### config.mk
export PLATFORM = sky130hd
export DESIGN_NAME = rx_ring_writer
export DESIGN_NICKNAME = d
export VERILOG_FILES = /design/src/rtl/rxr_pkg.sv /design/src/rtl/rxr_ring_idx.sv /design/src/rtl/rxr_byte_store.sv /design/src/rtl/rxr_status_store.sv /design/src/rtl/rx_ring_writer.sv
export SDC_FILE = /design/constraint.sdc
export NUM_CORES = 1
export LEC_CHECK = 0
export ABC_AREA = 0
export BUFFER_PORTS_ARGS = -buffer_cell sky130_fd_sc_hd__buf_2
export CAP_MARGIN = 25
export CORE_MARGIN = 4
export CORE_UTILIZATION = 40
export DETAILED_ROUTE_END_ITERATION = 7
export GPL_ROUTABILITY_DRIVEN = 0
export PLACE_DENSITY = 0.53
export SLEW_MARGIN = 20
export SYNTH_ARGS = -nofsm -noshare
export SYNTH_HDL_FRONTEND = slang
export SYNTH_SLANG_ARGS = --single-unit
### constraint.sdc
create_clock -name clk -period 7.8 [get_ports clk]
set_clock_uncertainty 0.1 [all_clocks]
set_input_delay 0 -clock clk [delete_from_list [all_inputs] [get_ports clk]]
set_output_delay 0 -clock clk [all_outputs]
set_load 0.02 [all_outputs]
### src/rtl/rxr_pkg.sv
package rxr_pkg;
   localparam int SZ_W      = 11;
   localparam int ST_CTRL   = 18;
   localparam int ST_MCAST  = 21;
   localparam int ST_BCAST  = 22;
   localparam int ST_CRC    = 23;
   localparam int ST_OVR    = 28;
   localparam int ST_NODESC = 29;
   localparam int ST_LAST   = 30;
   localparam int ST_ERR    = 31;
   localparam int CTRL_IRQ  = 31;
   localparam int IRQ_OVR   = 0;
   localparam int IRQ_EXH   = 2;
   localparam int IRQ_DONE  = 3;

   typedef struct packed {
      logic ctrl;
      logic mcast;
      logic bcast;
      logic crc;
   } rxr_flags_t;

   function automatic logic [31:0] rxr_status(input logic [SZ_W-1:0] cnt_m1,
                                              input logic last,
                                              input rxr_flags_t fl,
                                              input logic lost);
      logic [31:0] w;
      w = '0;
      w[SZ_W-1:0]  = cnt_m1;
      w[ST_LAST]   = last;
      w[ST_CTRL]   = fl.ctrl;
      w[ST_MCAST]  = fl.mcast;
      w[ST_BCAST]  = fl.bcast;
      w[ST_CRC]    = fl.crc;
      w[ST_OVR]    = lost;
      w[ST_NODESC] = lost;
      w[ST_ERR]    = fl.crc | lost;
      return w;
   endfunction
endpackage

### src/rtl/rxr_ring_idx.sv
module rxr_ring_idx #(
   parameter int IDX_W = 2
) (
   input  logic [IDX_W-1:0] cur_i,
   input  logic [IDX_W-1:0] ring_last_i,
   input  logic [IDX_W-1:0] cons_i,
   output logic [IDX_W-1:0] nxt_o,
   output logic             full_now_o,
   output logic             full_after_o
);
   logic [IDX_W-1:0] after;

   always_comb begin
      nxt_o        = (cur_i == ring_last_i) ? '0 : cur_i + 1'b1;
      after        = (nxt_o == ring_last_i) ? '0 : nxt_o + 1'b1;
      full_now_o   = (nxt_o == cons_i);
      full_after_o = (after == cons_i);
   end
endmodule

### src/rtl/rxr_byte_store.sv
module rxr_byte_store #(
   parameter int NUM_DESC  = 4,
   parameter int BUF_BYTES = 16,
   localparam int IDX_W    = $clog2(NUM_DESC),
   localparam int OFF_W    = $clog2(BUF_BYTES)
) (
   input  logic             clk,
   input  logic             we_i,
   input  logic [IDX_W-1:0] wr_idx_i,
   input  logic [OFF_W-1:0] wr_off_i,
   input  logic [7:0]       wr_data_i,
   input  logic [IDX_W-1:0] rd_idx_i,
   input  logic [OFF_W-1:0] rd_off_i,
   output logic [7:0]       rd_data_o
);
   logic [7:0] mem [NUM_DESC][BUF_BYTES];

   always_ff @(posedge clk) begin
      if (we_i) mem[wr_idx_i][wr_off_i] <= wr_data_i;
   end

   assign rd_data_o = mem[rd_idx_i][rd_off_i];
endmodule

### src/rtl/rxr_status_store.sv
module rxr_status_store #(
   parameter int NUM_DESC = 4,
   localparam int IDX_W   = $clog2(NUM_DESC)
) (
   input  logic             clk,
   input  logic             rst_n,
   input  logic             we_i,
   input  logic [IDX_W-1:0] wr_idx_i,
   input  logic [31:0]      wr_word_i,
   input  logic [IDX_W-1:0] rd_idx_i,
   output logic [31:0]      rd_word_o
);
   logic [31:0] words [NUM_DESC];

   always_ff @(posedge clk or negedge rst_n) begin
      if (!rst_n) begin
         for (int e = 0; e < NUM_DESC; e++) words[e] <= '0;
      end else if (we_i) begin
         words[wr_idx_i] <= wr_word_i;
      end
   end

   assign rd_word_o = words[rd_idx_i];
endmodule

### src/rtl/rx_ring_writer.sv
module rx_ring_writer
   import rxr_pkg::*;
#(
   parameter int NUM_DESC  = 4,
   parameter int BUF_BYTES = 16,
   localparam int IDX_W    = $clog2(NUM_DESC),
   localparam int OFF_W    = $clog2(BUF_BYTES)
) (
   input  logic                  clk,
   input  logic                  rst_n,
   input  logic [IDX_W-1:0]      ring_last_i,
   input  logic [IDX_W-1:0]      cons_idx_i,
   input  logic [NUM_DESC*32-1:0] desc_ctrl_i,
   input  logic                  rx_valid_i,
   input  logic [7:0]            rx_data_i,
   input  logic                  rx_last_i,
   input  logic                  rx_crc_err_i,
   input  logic                  rx_ctrl_frm_i,
   input  logic                  rx_mcast_i,
   input  logic                  rx_bcast_i,
   input  logic [3:0]            irq_clr_i,
   input  logic [IDX_W-1:0]      buf_rd_idx_i,
   input  logic [OFF_W-1:0]      buf_rd_off_i,
   output logic [7:0]            buf_rd_data_o,
   input  logic [IDX_W-1:0]      stat_rd_idx_i,
   output logic [31:0]           stat_rd_data_o,
   output logic [IDX_W-1:0]      prod_idx_o,
   output logic [3:0]            irq_o
);
   localparam logic [SZ_W-1:0] CAP_MAX = SZ_W'(BUF_BYTES - 1);

   if (NUM_DESC < 2 || (NUM_DESC & (NUM_DESC - 1)) != 0) begin : g_bad_desc
      $error("NUM_DESC must be a power of two, at least 2");
   end
   if (BUF_BYTES < 2 || BUF_BYTES > 2048 || (BUF_BYTES & (BUF_BYTES - 1)) != 0) begin : g_bad_buf
      $error("BUF_BYTES must be a power of two in 2..2048");
   end

   // per-descriptor capacity and interrupt request
   logic [OFF_W-1:0] cap_m1  [NUM_DESC];
   logic             irq_req [NUM_DESC];

   for (genvar e = 0; e < NUM_DESC; e++) begin : g_ctrl
      logic [SZ_W-1:0] size_fld;
      assign size_fld   = desc_ctrl_i[e*32 +: SZ_W];
      assign cap_m1[e]  = (size_fld > CAP_MAX) ? OFF_W'(BUF_BYTES - 1) : size_fld[OFF_W-1:0];
      assign irq_req[e] = desc_ctrl_i[e*32 + CTRL_IRQ];
   end

   logic [IDX_W-1:0] prod_q;
   logic [OFF_W-1:0] off_q;
   logic             drop_q;
   logic [3:0]       irq_q;

   logic [IDX_W-1:0] prod_nxt;
   logic             full_now, full_after;

   rxr_ring_idx #(.IDX_W(IDX_W)) u_idx (
      .cur_i        (prod_q),
      .ring_last_i  (ring_last_i),
      .cons_i       (cons_idx_i),
      .nxt_o        (prod_nxt),
      .full_now_o   (full_now),
      .full_after_o (full_after)
   );

   logic       take, blocked, store, close;
   logic       st_we;
   logic [31:0] st_word;
   rxr_flags_t fl;

   always_comb begin
      take    = rx_valid_i && !drop_q;
      blocked = take && (off_q == '0) && full_now;
      store   = take && !blocked;
      close   = store && (rx_last_i || off_q == cap_m1[prod_q]);
      fl.ctrl  = rx_ctrl_frm_i & rx_last_i;
      fl.mcast = rx_mcast_i    & rx_last_i;
      fl.bcast = rx_bcast_i    & rx_last_i;
      fl.crc   = rx_crc_err_i  & rx_last_i;
      st_we   = close || blocked;
      st_word = blocked ? rxr_status('0, 1'b0, '0, 1'b1)
                        : rxr_status(SZ_W'(off_q), rx_last_i, fl, 1'b0);
   end

   rxr_byte_store #(.NUM_DESC(NUM_DESC), .BUF_BYTES(BUF_BYTES)) u_bytes (
      .clk       (clk),
      .we_i      (store),
      .wr_idx_i  (prod_q),
      .wr_off_i  (off_q),
      .wr_data_i (rx_data_i),
      .rd_idx_i  (buf_rd_idx_i),
      .rd_off_i  (buf_rd_off_i),
      .rd_data_o (buf_rd_data_o)
   );

   rxr_status_store #(.NUM_DESC(NUM_DESC)) u_stat (
      .clk       (clk),
      .rst_n     (rst_n),
      .we_i      (st_we),
      .wr_idx_i  (prod_q),
      .wr_word_i (st_word),
      .rd_idx_i  (stat_rd_idx_i),
      .rd_word_o (stat_rd_data_o)
   );

   logic [3:0] irq_set;
   always_comb begin
      irq_set           = '0;
      irq_set[IRQ_OVR]  = blocked;
      irq_set[IRQ_EXH]  = close && full_after;
      irq_set[IRQ_DONE] = close && irq_req[prod_q];
   end

   always_ff @(posedge clk or negedge rst_n) begin
      if (!rst_n) begin
         prod_q <= '0;
         off_q  <= '0;
         drop_q <= 1'b0;
         irq_q  <= '0;
      end else begin
         irq_q <= (irq_q & ~irq_clr_i) | irq_set;
         if (rx_valid_i && drop_q) begin
            drop_q <= !rx_last_i;
         end else if (blocked) begin
            drop_q <= !rx_last_i;
         end
         if (close) begin
            prod_q <= prod_nxt;
            off_q  <= '0;
         end else if (store) begin
            off_q  <= off_q + 1'b1;
         end
      end
   end

   assign prod_idx_o = prod_q;
   assign irq_o      = irq_q;
endmodule

==> results_dict.tcl, run 1 <==
set metrics [dict create \
    die_area_um2 61100 \
    rr_startpoint "prod_idx_o[1]" \
    drv_slew 0 \
    max_slew_margin_pct 27.3 \
    postRouteAntennaNets 0 \
    n_antenna_cell 0 \
    crit_arrival_ps 4440 \
    num-nets-final 1418 \
    root_buffer "clkbuf_16" \
    p_int_mw 5.44 \
    grt_pass1_vias 11930 \
    dieHeight_um 247 \
    rows 87 \
    pwr-share-seq_pct 49.5 \
    async_reset_ff_share_pct 9.70 \
    maxCapViolCount 0 \
    synthFlopType "edfxtp_1" \
    worst-r2r-setup-slack_ps 3490 \
    worstSetupPathType "reg2reg" \
    clk_pin_slew_ps 60 \
    worstReg2RegEnd "u_bytes.mem[1][105]" \
    drive_gt1_share_pct 29.7 \
    total_leakage_power_nw 8.61 \
    core_um2 56500 \
    drt_wl_total_mm 54.6 \
    tightest_slew_ps 1090 \
    rsz0062_at_grt "false" \
    cts_tree "yes" \
    synth_top_cell_by_area "edfxtp_1" \
    switching_power_mw 1.89 \
    critPathTopFamily "simple AND/OR/NAND/NOR gates" \
    cp_data_required_time_ps 7930 \
    grt_max_degree 66 \
    hold_violations 0 \
    period_needed_ps 4310 \
    path_max_fanout 18 \
    grt_pass1_wl_mm 81.0 \
    netlist.area_leader.share_pct 67.2 \
    grt-ovfl-total 0 \
    cts.sinks 567 \
    post-route-period-util_pct 55.3 \
    clkPwrFrac_pct 36.0 \
    final_cell_mix "edfxtp_1 (512), mux4_2 (180), buf_2 (103), nor2_1 (66), clkbuf_16 (61)" \
    power_mw 7.33 \
    hold_start "rx_crc_err_i" \
    final_common_cell "edfxtp_1" \
    cpPeakStageDelay_ps 740 \
    drt-initial-drc-count 886 \
    timing.fmax_mhz 232 \
    vias 11308 \
    syn_area_um2 22900 \
    ys_warn_count 0 \
    fin_setup_tns_ps 0 \
    cp_cell_sequence "clkinv_1 > ha_1 > a21boi_0 > xnor2_1 > and3_1 > or3_1 > nor2_1" \
    seq_area_frac_synth_pct 73.2 \
    power_frac_comb_pct 14.5 \
    status "completed" \
    dp_hpwl_mm 33.1 \
    r2r.worst_path.cells 7 \
    powerDensity_nw_per_um2 279 \
    drc_errors 0 \
    synth.area.top_cells "edfxtp_1 (67%), mux4_2 (18%), dfrtp_1 (6.0%)" \
    clockBufferDepth 3 \
    htree_levels 2 \
    clk_latency_ps 600 \
    min_path_type "in2reg" \
    grt.total_usage_pct 18.1 \
    finalWorstSetupSlack_ps 3490 \
    setup_violations 0 \
    area_growth_pct 14.8 \
    ys_seq_elements 567 \
    setup.worst_path.end_class "register" \
    syn_avg_cell_area_um2 20.8 \
    synth_cells 1102 \
    preCtsSetupSlack_ps 3480 \
    ys_types 50 \
    wl_per_cell_um 26.6 \
    antenna_found_initial 0 \
    first_pass_iters 5 \
    slowest_stage "nor2_1" \
    hold_end "u_stat.words[55]" \
    initial_core_util_pct 40.5 \
    viasPerCell 5.51 \
    startpoint_type "register" \
    cts_setup_buffers 0 \
    switching_share_pct 25.8 \
    ir_worst_vdd_uv 192 \
    holdPathStages 3 \
    port_buffers 105 \
    numCtsBuffers 60 \
    io_pins 206 \
    synth_edf_count 512 \
    die_w_um 247 \
    crit_buf_inv 1 \
]
[cell families (layout without fill, tap and decap cells)]
logic type	count (synthesis)	in the layout	share of synthesized area, %
AO/OA/AOI/OAI	75	75	2.80
XOR/XNOR	6	6	0.230
adder cells (fa/ha/maj)	8	8	0.437
buffers and inverters	96	272	2.00
flip-flops	567	567	73.2
multiplexers	183	183	17.9
other	1	20	0.0164
AND/OR/NAND/NOR	166	166	3.47
[area by class of cell]
type	count	area [um2]
fillers	4732	30200
multi-input cells	458	5750
flip-flops and latches	567	16800
clock buffers	83	1620
well taps	756	946
inverters	11	41.3
repair buffers	152	1000
clock inverters	26	170
[layer usage]
metal	share of wire, %	wire length [um]	vias to the layer above	GRT usage [%]
li1	-	-	4857	-
met1	44	23900	6112	25.5
met2	49	27000	265	29.5
met3	4.7	2580	74	3.44
met4	2.0	1120	0	4.58
met5	0	0	-	0
[worst register-to-register path: stages, from the launching register on]
cell and delay [ps]:
dfrtp_1 690, clkinv_1 460, ha_1 490, a21boi_0 310
xnor2_1 120, and3_1 390, or3_1 630, nor2_1 740
[state kept, by name (all words and copies together), names as in the netlist]
signal        count
prod_idx_o        2
drop_q            1
u_bytes.mem     512
u_stat.words     44
irq_o             4
off_q             4
[how the worst max path moves through the flow]
stage,start,end,slack [ps],cells past startpoint
finish,prod_idx_o[1],u_bytes.mem[1][105],3490,7
global route,prod_idx_o[1],u_bytes.mem[3][113],3190,7
CTS,prod_idx_o[1],u_bytes.mem[3][112],3450,7
detailed placement,prod_idx_o[1],u_bytes.mem[3][116],3480,7
global placement,prod_idx_o[1],u_bytes.mem[0][103],3570,7
floorplan,prod_idx_o[1],u_bytes.mem[0][100],4500,9
[cell usage after synthesis (9+ instances only)]
master / count
edfxtp_1: 512
mux4_2: 180
nor2_1: 66
dfrtp_1: 55
clkbuf_1: 43
nand2_1: 35
a32o_1: 22
buf_4: 21
nor3_1: 19
buf_1: 16
or4_1: 12
a22o_1: 10
inv_1: 10
o2bb2ai_1: 9
[what timing repair did]
item	in CTS	in global routing
hold endpoints to repair	386	0
hold buffers	33	0
resized for setup	0	0
[power groups by stage]
| stage | logic, mW | clock network [mW] | registers [mW] |
|---|---|---|---|
| 3_3_place_gp | 1.02 | 0 | 3.68 |
| 4_1_cts | 1.08 | 2.70 | 3.63 |
| 6_report | 1.07 | 2.64 | 3.63 |
| 5_1_grt | 1.15 | 2.83 | 3.65 |
| 2_1_floorplan | 0.713 | 0 | 3.64 |
| 3_5_place_dp | 1.03 | 0 | 3.69 |
[metrics by stage]
| stage | cells | hold WS (ps) | util, % | instance area, um2 |
|---|---|---|---|---|
| 4_1_cts | 2053 | 86.5 | 46.5 | 26300 |
| 3_3_place_gp | 1909 | 53.2 | 42.7 | 24100 |
| 2_1_floorplan | 1121 | -396 | - | 23000 |
| 3_5_place_dp | 1911 | 56.5 | 42.8 | 24200 |
| 5_1_grt | 2053 | 121 | 46.5 | 26300 |
| 6_report | 2053 | 130 | 46.5 | 26300 |
(Power assumes the default switching activity.)
==> inputs of run 2 (changes only) <==
Settings changed: ABC_AREA 0 to 1, PLACE_DENSITY 0.53 to 0.55.
Clock period 7.8 ns to 3.59 ns, I/O delays scaled along.
==> run 2 against run 1 <==
Compared with the run above:
- clock power grew 120%
- non-clock buffer count grew 103
- synthesized area grew 3.4%
- fmax grew 22%
- flip-flop and latch count is the same
- register-to-register slack lost 3400 ps
- critical path type unchanged
- critical endpoint is now u_bytes.mem[0][39]
- largest cell class unchanged
- largest power group unchanged
==> results_dict.tcl, run 2 <==
set metrics [dict create \
    status "completed" \
    first_pass_iters 6 \
    drc_errors 0 \
    cpPeakStageDelay_ps 670 \
    io_pins 206 \
    post-place-cells 2873 \
    startpoint_type "register" \
    pwr-share-seq_pct 48.0 \
    hold_start "desc_ctrl_i[35]" \
    powerDensity_nw_per_um2 586 \
    clk_latency_ps 600 \
    nFillCells 5249 \
    postRouteAntennaNets 0 \
    p_int_mw 11.7 \
    syn_area_um2 23700 \
    holdPathStages 12 \
    period_needed_ps 3540 \
    ir_worst_vdd_uv 424 \
    hold_violations 0 \
    die_w_um 251 \
    synth_edf_count 512 \
    core_um2 58100 \
    cts.sinks 567 \
    numCtsBuffers 58 \
    switching_power_mw 4.48 \
    slowest_stage "nor2_1" \
    drv_slew 0 \
    worstReg2RegEnd "u_bytes.mem[0][39]" \
    switching_share_pct 27.6 \
    ys_warn_count 0 \
    place_area_um2 25400 \
    syn_avg_cell_area_um2 11.7 \
    maxCapViolCount 0 \
    clkPwrFrac_pct 36.2 \
    min_path_type "in2reg" \
    grt.total_usage_pct 19.7 \
    cts_tree "yes" \
    regMostFlops "u_bytes.mem" \
    final_cell_mix "edfxtp_1 (512), nor2_1 (445), o21ai_0 (345), nand2_1 (158), o22ai_1 (147)" \
    grt_pass1_vias 15929 \
    hold_end "prod_idx_o[1]" \
    htree_levels 2 \
    ys_seq_elements 567 \
    grt-ovfl-total 0 \
    num-nets-final 2372 \
    cp_data_required_time_ps 3750 \
    power_frac_comb_pct 15.8 \
    crit_top_cell "nand2_1" \
    dieHeight_um 251 \
    yosysMostFrequentCell "edfxtp_1" \
    worstSetupPathType "reg2reg" \
    cts_setup_buffers 0 \
    clk_pin_slew_ps 60 \
    n_antenna_cell 0 \
    antenna_found_initial 1 \
    post-route-period-util_pct 98.7 \
    power_mw 16.2 \
    largest_reg_flops 512 \
    wl_per_cell_um 21.0 \
    crit_arrival_ps 3700 \
    worst-r2r-setup-slack_ps 50 \
    final_common_cell "edfxtp_1" \
    max_slew_margin_pct 43.7 \
    root_buffer "clkbuf_16" \
    synth.area.top_cells "edfxtp_1 (65%), o21ai_0 (7.3%), nor2_1 (7.1%)" \
    path_max_fanout 9 \
    viasPerCell 5.38 \
    async_reset_ff_share_pct 9.70 \
    synth_cells 2026 \
    rsz0062_at_grt "true" \
    synthFlopType "edfxtp_1" \
    area_growth_pct 16.8 \
    die_area_um2 63100 \
    final_area_um2 27700 \
    clockBufferDepth 3 \
    seqCellArea_um2 16800 \
    drt_wl_total_mm 63.2 \
    rr_startpoint "prod_idx_o[0]" \
    port_buffers 105 \
    grt_pass1_wl_mm 96.7 \
    drt-initial-drc-count 1315 \
    cp_cell_sequence "nor2_1 > inv_2 > nand2_1 > nand2_1 > dlygate4sd3_1 > nand2_1 > xnor2_2 > nor2_4 > nor2_8 > nand2_1 > inv_1 > nand2_1 > nor2_1" \
    vias 16212 \
    fin_cells 3015 \
    grt_max_degree 84 \
    setup_violations 0 \
    dp_hpwl_mm 39.3 \
    netlist.area_leader.share_pct 64.9 \
    seq_area_frac_synth_pct 70.7 \
    whs_ps 201 \
    yosys-top-cells-count "edfxtp_1 (512), nor2_1 (447), o21ai_0 (345)" \
    total_leakage_power_nw 9.85 \
    initial_core_util_pct 40.7 \
    ys_types 37 \
    rows 88 \
    timing.fmax_mhz 282 \
    setup.worst_path.end_class "register" \
    tightest_slew_ps 844 \
    drive_gt1_share_pct 14.4 \
    synth_top_cell_by_area "edfxtp_1" \
    top_regs "u_bytes.mem: 512 flops, u_stat.words: 44 flops" \
    multi_input_area_um2 6080 \
    r2r.worst_path.cells 13 \
]
[run 2: cell types whose count changed in the layout (fill, tap and decap cells not counted), moves of 21 or more]
cell,change
o22ai_1,+146
mux4_2,-180
nand2_1,+123
o21ai_0,+342
buf_4,+98
nor2_1,+379
inv_1,+31
a32o_1,-22
o221ai_1,+21
nand3_1,+76
[run 2: critical path, delay by kind of cell, from the launching register on]
kind,cells,cell delay (ps)
xor gates and xnor gates,1,150
buffers and inverters,3,750
and+or+nand+nor,9,1690
DFF,1,480
[run 2: kinds of logic after synthesis]
kind of cell             Yosys count  share of synthesized area, %
adder cells (fa/ha/maj)            8                         0.423
AO/OA/AOI/OAI                    536                          12.6
flip-flops                       567                          70.7
other                              1                        0.0158
buffers and inverters            204                          3.90
AND/OR/NAND/NOR                  703                          12.0
XOR/XNOR                           7                         0.322
[run 2: layout make-up]
| class | instances | area share, % |
|---|---|---|
| Sequential cell | 567 | 60.6 |
| Multi-Input combinational cell | 1274 | 22.0 |
| Timing Repair Buffer | 255 | 6.62 |
| Clock buffer | 69 | 5.47 |
| Tap cell | 765 | 3.46 |
| Clock inverter | 37 | 1.22 |
| Inverter | 48 | 0.670 |
[run 2: metal layers]
| metal | vias to the layer above | track usage (%) | wire length (um) |
|---|---|---|---|
| met1 | 7886 | 27.3 | 27800 |
| met4 | 2 | 6.94 | 2090 |
| li1 | 7646 | - | - |
| met5 | - | 0 | 13 |
| met3 | 132 | 3.46 | 3820 |
| met2 | 546 | 31.7 | 29500 |
[run 2: per-stage QoR]
step | utilization (%) | setup TNS, ps | worst slack, ps
6_report | 47.6 | 0 | 47.2
5_1_grt | 47.6 | -3990 | -196
4_1_cts | 47.5 | 0 | 18.9
3_5_place_dp | 43.7 | 0 | 503
3_3_place_gp | 43.7 | 0 | 604
2_1_floorplan | - | 0 | 805
[run 2: how the worst max path moves through the flow]
stage | startpoint | endpoint | slack (ps) | cells past startpoint
5_1_grt | prod_idx_o[0] | u_bytes.mem[3][39] | -200 | 13
4_1_cts | prod_idx_o[0] | u_bytes.mem[0][33] | 20 | 13
6_report | prod_idx_o[0] | u_bytes.mem[0][39] | 50 | 13
2_1_floorplan | prod_idx_o[1] | u_bytes.mem[0][0] | 810 | 12
3_3_place_gp | prod_idx_o[0] | u_bytes.mem[0][38] | 600 | 11
3_5_place_dp | prod_idx_o[0] | u_bytes.mem[0][37] | 500 | 11
[run 2: what timing repair did]
action,4_1_cts,5_1_grt
setup endpoints to repair,0,40
resized for setup,0,2
hold buffers,32,2
hold endpoints to repair,296,121
[run 2: power groups by stage]
stage	Clock [mW]	Sequential [mW]	Combinational [mW]
floorplan	0	7.89	1.52
CTS	6.00	7.77	2.57
finish	5.87	7.77	2.57
global route	6.29	7.81	2.84
global placement	0	7.89	2.48
detailed placement	0	7.90	2.51
